$ cat src/rtl/gpio_pkg.sv
package gpio_pkg;
  localparam int ADDR_W = 4;
  localparam logic [ADDR_W-1:0] A_DIR  = 4'h0;
  localparam logic [ADDR_W-1:0] A_OUT  = 4'h1;
  localparam logic [ADDR_W-1:0] A_IN   = 4'h2;
  localparam logic [ADDR_W-1:0] A_IEN  = 4'h3;
  localparam logic [ADDR_W-1:0] A_STAT = 4'h4;
  localparam logic [ADDR_W-1:0] A_CFG0 = 4'h8;

  typedef enum logic [1:0] {
    COND_RISE = 2'b00,
    COND_FALL = 2'b01,
    COND_HIGH = 2'b10,
    COND_LOW  = 2'b11
  } cond_e;
endpackage

$ cat src/rtl/gpio_sync.sv
module gpio_sync #(
  parameter int W = 8
) (
  input  logic         clk,
  input  logic         rst_n,
  input  logic [W-1:0] d,
  output logic [W-1:0] q
);
  logic [W-1:0] meta_q;
  logic [W-1:0] stab_q;

  always_ff @(posedge clk or negedge rst_n) begin
    if (!rst_n) begin
      meta_q <= '0;
      stab_q <= '0;
    end else begin
      meta_q <= d;
      stab_q <= meta_q;
    end
  end

  assign q = stab_q;
endmodule

$ cat src/rtl/gpio_regs.sv
module gpio_regs
  import gpio_pkg::*;
#(
  parameter int WIDTH  = 8,
  parameter int NUM_CH = 4,
  parameter int SEL_W  = 3
) (
  input  logic                    clk,
  input  logic                    rst_n,
  input  logic                    wr_en,
  input  logic [ADDR_W-1:0]       addr,
  input  logic [WIDTH-1:0]        wr_data,
  output logic [WIDTH-1:0]        dir_q,
  output logic [WIDTH-1:0]        out_q,
  output logic [NUM_CH-1:0]       ien_q,
  output logic [NUM_CH*SEL_W-1:0] sel_q,
  output logic [2*NUM_CH-1:0]     cond_q
);
  logic [WIDTH-1:0]        dir_d, out_d;
  logic [NUM_CH-1:0]       ien_d;
  logic [NUM_CH*SEL_W-1:0] sel_d;
  logic [2*NUM_CH-1:0]     cond_d;

  always_comb begin
    dir_d  = dir_q;
    out_d  = out_q;
    ien_d  = ien_q;
    sel_d  = sel_q;
    cond_d = cond_q;
    if (wr_en) begin
      if (addr == A_DIR) dir_d = wr_data;
      if (addr == A_OUT) out_d = wr_data;
      if (addr == A_IEN) ien_d = wr_data[NUM_CH-1:0];
      for (int k = 0; k < NUM_CH; k++) begin
        if (addr == A_CFG0 + ADDR_W'(k)) begin
          sel_d[k*SEL_W +: SEL_W] = wr_data[SEL_W-1:0];
          cond_d[2*k +: 2]        = wr_data[SEL_W +: 2];
        end
      end
    end
  end

  always_ff @(posedge clk or negedge rst_n) begin
    if (!rst_n) begin
      dir_q  <= '0;
      out_q  <= '0;
      ien_q  <= '0;
      sel_q  <= '0;
      cond_q <= '0;
    end else if (wr_en) begin
      dir_q  <= dir_d;
      out_q  <= out_d;
      ien_q  <= ien_d;
      sel_q  <= sel_d;
      cond_q <= cond_d;
    end
  end
endmodule

$ cat src/rtl/gpio_irq_detect.sv
module gpio_irq_detect
  import gpio_pkg::*;
#(
  parameter int WIDTH    = 8,
  parameter int NUM_CH   = 4,
  parameter int SEL_W    = 3,
  parameter bit ADV_MODE = 1'b1
) (
  input  logic                    clk,
  input  logic                    rst_n,
  input  logic [WIDTH-1:0]        pin_s,
  input  logic [NUM_CH-1:0]       clr,
  input  logic [NUM_CH*SEL_W-1:0] sel,
  input  logic [2*NUM_CH-1:0]     cond,
  output logic [NUM_CH-1:0]       stat_q
);
  logic [WIDTH-1:0]  prev_q;
  logic [NUM_CH-1:0] stat_d;

  generate
    if (ADV_MODE) begin : g_chan
      for (genvar k = 0; k < NUM_CH; k++) begin : g_ch
        logic [SEL_W-1:0] pick;
        logic             cur, old, keep;
        cond_e            mode;
        assign pick = sel[k*SEL_W +: SEL_W];
        assign cur  = pin_s[pick];
        assign old  = prev_q[pick];
        assign mode = cond_e'(cond[2*k +: 2]);
        assign keep = stat_q[k] & ~clr[k];
        always_comb begin
          unique case (mode)
            COND_RISE: stat_d[k] = keep | (cur & ~old);
            COND_FALL: stat_d[k] = keep | (~cur & old);
            COND_HIGH: stat_d[k] = cur;
            default:   stat_d[k] = ~cur;
          endcase
        end
      end
    end else begin : g_any
      assign stat_d[0] = (stat_q[0] & ~clr[0]) | (|(pin_s ^ prev_q));
      if (NUM_CH > 1) begin : g_pad
        assign stat_d[NUM_CH-1:1] = '0;
      end
    end
  endgenerate

  always_ff @(posedge clk or negedge rst_n) begin
    if (!rst_n) begin
      prev_q <= '0;
      stat_q <= '0;
    end else begin
      prev_q <= pin_s;
      stat_q <= stat_d;
    end
  end
endmodule

$ cat src/rtl/gpio_irq_port.sv
module gpio_irq_port
  import gpio_pkg::*;
#(
  parameter int WIDTH    = 8,
  parameter int NUM_CH   = 4,
  parameter bit ADV_MODE = 1'b1
) (
  input  logic              clk,
  input  logic              rst_n,
  input  logic              wr_en,
  input  logic [3:0]        addr,
  input  logic [WIDTH-1:0]  wr_data,
  output logic [WIDTH-1:0]  rd_data,
  input  logic [WIDTH-1:0]  pin_in,
  output logic [WIDTH-1:0]  pin_out,
  output logic [WIDTH-1:0]  pin_oe,
  output logic              irq
);
  localparam int SEL_W = $clog2(WIDTH);

  logic [1:0]              rst_pipe_q;
  logic                    rst_n_s;
  logic [WIDTH-1:0]        pin_s, dir_q, out_q;
  logic [NUM_CH-1:0]       ien_q, stat_q, clr;
  logic [NUM_CH*SEL_W-1:0] sel_q;
  logic [2*NUM_CH-1:0]     cond_q;

  // reset: asserted at once, released after two clock edges
  always_ff @(posedge clk or negedge rst_n) begin
    if (!rst_n) rst_pipe_q <= '0;
    else        rst_pipe_q <= {rst_pipe_q[0], 1'b1};
  end
  assign rst_n_s = rst_pipe_q[1];

  gpio_sync #(.W(WIDTH)) sync_i (
    .clk(clk), .rst_n(rst_n_s), .d(pin_in), .q(pin_s)
  );

  gpio_regs #(.WIDTH(WIDTH), .NUM_CH(NUM_CH), .SEL_W(SEL_W)) regs_i (
    .clk(clk), .rst_n(rst_n_s), .wr_en(wr_en), .addr(addr),
    .wr_data(wr_data), .dir_q(dir_q), .out_q(out_q), .ien_q(ien_q),
    .sel_q(sel_q), .cond_q(cond_q)
  );

  assign clr = (wr_en && addr == A_STAT) ? wr_data[NUM_CH-1:0] : '0;

  gpio_irq_detect #(
    .WIDTH(WIDTH), .NUM_CH(NUM_CH), .SEL_W(SEL_W), .ADV_MODE(ADV_MODE)
  ) det_i (
    .clk(clk), .rst_n(rst_n_s), .pin_s(pin_s), .clr(clr),
    .sel(sel_q), .cond(cond_q), .stat_q(stat_q)
  );

  always_comb begin
    rd_data = '0;
    unique case (addr)
      A_DIR:   rd_data = dir_q;
      A_OUT:   rd_data = out_q;
      A_IN:    rd_data = pin_s;
      A_IEN:   rd_data[NUM_CH-1:0] = ien_q;
      A_STAT:  rd_data[NUM_CH-1:0] = stat_q;
      default: begin
        for (int k = 0; k < NUM_CH; k++) begin
          if (ADV_MODE && addr == A_CFG0 + 4'(k))
            rd_data[SEL_W+1:0] = {cond_q[2*k +: 2], sel_q[k*SEL_W +: SEL_W]};
        end
      end
    endcase
  end

  assign pin_oe  = dir_q;
  assign pin_out = out_q;
  assign irq     = |(stat_q & ien_q);
endmodule

$ cat config.mk
export PLATFORM = sky130hd
export DESIGN_NAME = gpio_irq_port
export DESIGN_NICKNAME = d
export VERILOG_FILES = /design/src/rtl/gpio_pkg.sv /design/src/rtl/gpio_sync.sv /design/src/rtl/gpio_regs.sv /design/src/rtl/gpio_irq_detect.sv /design/src/rtl/gpio_irq_port.sv
export SDC_FILE = /design/constraint.sdc
export NUM_CORES = 1
export LEC_CHECK = 0
export CAP_MARGIN = 20
export CORE_MARGIN = 3
export CORE_UTILIZATION = 36
export CTS_BUF_LIST = sky130_fd_sc_hd__clkbuf_16
export CTS_CLUSTER_DIAMETER = 150
export CTS_CLUSTER_SIZE = 30
export DETAILED_ROUTE_END_ITERATION = 8
export PLACE_DENSITY = 0.53
export SLEW_MARGIN = 20
export SYNTH_ARGS = -nofsm -noshare
export SYNTH_HDL_FRONTEND = slang
export SYNTH_SLANG_ARGS = --single-unit
$ cat constraint.sdc
create_clock -name clk -period 4.3 [get_ports clk]
set_clock_uncertainty 0.2 [all_clocks]
set_input_delay 0.86 -clock clk [delete_from_list [all_inputs] [get_ports clk]]
set_output_delay 0.86 -clock clk [all_outputs]
set_load 0.005 [all_outputs]
==> run metrics <==
# rows=35; most used routing layer=met2; Clk Latency, worst-skew pair=0.33 ns; # hold bufs at CTS=0; Worst EP arrival=2.90 ns; Worst slew margin=38.4%; area of the mapped netlist=3510 um^2; status=finished, final reports clean; Routed WL=8880 um; grt ovf=0; Fmax=253 MHz; DIE HEIGHT=105 um; initial core utilization=37.5%; CTS sink count=70; Post-synth EDFFs=0; synthesized area per cell=13.6 um^2; Int Power=1.52 mW; Fin. Hold Viols=0; WL per Instance=19.9 um; largest net degree at the start of global routing=44; final setup margin=0.344 ns; Core Footprint=9370 um^2; Pleak=1.80 nW; CTS tree=yes; I/O pin count=48; NetSw=0.635 mW; Yosys reg bits=70; Post-CTS Resized=0; # fillers=908; Pins Over Slew Limit=0; routing usage on met1=23.9%; clk slew on worst S/H paths=0.05 ns; ANT cells=0; Vias=2368; final setup TNS=0 ns; post-route ant nets=0; Syn Nets=281; Final min period=3.96 ns; grt met3 use=4.32%; Hold Path Class=reg2reg; DRT Pass-1 Iters=4; Final GP Congestion=0.788; Syn. warnings=0; Net Sw Frac=29.5%; worst-path maximum fanout=16; RSZ-0062 raised after global routing=false; DP HPWL=6340 um; Worst setup EP type=output pin; met2 GRT Util=25.5%; Clock power frac=32.1%; overall routing resource usage=17.0%; Layout area overhead=25.8%; Worst Tran Pin Value=0.923 ns; Crit path required time=3.24 ns; Async S/R FF share, synth=100%; Net count, final=334; Die Area=11000 um^2; CTS Buf Count=9; Max Cap Violations=0; share of cells above drive strength 1=27.2%; WHS=0.145 ns; htree depth=3; Inst Count DP=429; final period utilization=92.0%; Reg power frac=43.8%; Synth cell types=39; CTS Buffer Depth=2; Post-CTS Setup Bufs=0; clk root buf=clkbuf_16; antenna violations before repair=0; Worst VDD drop=0.000197 V; DR iter-0 viols=140; number of global-route vias before repair=2469; Die X=105 um; Final Util=47.2%; Gate power share=24.1%; critical path class=in2out; power per cell area=487 nW/um^2; register area share after synthesis=49.8%; final setup vio count=0; Startpoint Class=primary input; vias per inst=5.32; first-pass GRT wire length=14100 um; PortBufs=47; post-placement worst setup slack=0.358 ns; remaining routing DRC violations=0; fin cells=445; Top FF cell, synth=dfrtp_1; post-synthesis cell count=258
through the flow:
step | total power [mW] | instance area (um^2)
final | 2.15 | 4420
after global routing | 2.27 | 4420
after CTS | 2.18 | 4420
after detailed placement | 1.48 | 4140
after global placement | 1.47 | 4140
after floorplan | 1.24 | 3510
flip-flops by register name (all words and copies together) (netlist names):
| signal | cells |
|---|---|
| regs_i.dir_q | 8 |
| rst_pipe_q | 2 |
| sync_i.meta_q | 8 |
| regs_i.cond_q | 8 |
| regs_i.sel_q | 12 |
| sync_i.q | 8 |
| det_i.stat_q | 4 |
| regs_i.ien_q | 4 |
| regs_i.out_q | 8 |
| det_i.prev_q | 8 |
path summary, 6_finish.rpt:
kind	cells after the start	from	slack [ns]	to
min reg2reg	0	sync_i.meta_q[0]	0.15	sync_i.q[0]
max in group asynchronous	1	rst_pipe_q[1]	2.78	regs_i.ien_q[0]
min in group asynchronous	0	rst_pipe_q[1]	0.22	sync_i.q[6]
max	7	addr[1]	0.34	rd_data[0]
max reg2reg	4	regs_i.sel_q[1]	2.16	det_i.stat_q[0]
min	0	sync_i.meta_q[0]	0.15	sync_i.q[0]
placed cells by master (no fill, tap or decap), types with 6 or more instances in the layout:
cell type,Yosys,routed
nand2_1,10,10
a22oi_1,6,6
nor2_1,11,11
mux4_1,8,8
nand3b_1,7,7
nand3_1,6,6
buf_4,0,9
dfrtp_1,70,69
mux4_2,10,10
clkdlybuf4s50_1,0,47
a21oi_1,18,18
clkbuf_16,0,9
mux2i_1,12,12
mux2_2,46,46
critical path: stages:
cell,delay (ns)
clkdlybuf4s50_1,0.70
buf_4,0.28
nor2_1,0.07
a22oi_1,0.18
nor2_1,0.06
o31a_1,0.29
clkdlybuf4s50_1,0.45
logic make-up after synthesis:
kind of cell | after synthesis | synth area share [%]
other cells | 1 | 0.107
buf+inv | 15 | 2.24
flops | 70 | 49.8
compound gates | 43 | 8.47
xor+xnor | 4 | 0.997
simple gates | 49 | 7.80
mux | 76 | 30.5
power groups by stage:
stage / sequential (mW) / combinational (mW) / clock [mW]
final: 0.944 / 0.519 / 0.692
after global routing: 0.966 / 0.564 / 0.744
after CTS: 0.945 / 0.525 / 0.714
after detailed placement: 0.956 / 0.521 / 0
after global placement: 0.956 / 0.515 / 0
after floorplan: 0.895 / 0.350 / 0
Yosys cell counts (5+ instances only):
cell,number,share of area [%]
mux4_2,10,6.4
a22oi_1,6,1.3
nor2_1,11,1.2
a21oi_1,18,2.6
mux2i_1,12,3.4
mux2_2,46,15
clkbuf_1,5,0.53
buf_2,6,0.85
mux4_1,8,6.0
nand2_1,10,1.1
dfrtp_1,70,50
nand3b_1,7,1.5
nand3_1,6,0.85
cell type report:
class                           count  area, um^2  area share, %
Clock buffer                        9         225           5.09
Clock inverter                      7        55.1           1.25
Inverter                            1        3.75         0.0849
Multi-Input combinational cell    173        1680           38.1
Sequential cell                    70        1750           39.7
Tap cell                          129         161           3.65
Timing Repair Buffer               56         538           12.2
per-layer routing:
| metal | part of all wire (%) | wire (um) |
|---|---|---|
| met1 | 47 | 4180 |
| met2 | 47 | 4180 |
| met3 | 3.9 | 350 |
| met4 | 1.8 | 161 |
| met5 | 0 | 0 |
No activity file was read; power rests on OpenSTA's default activity.
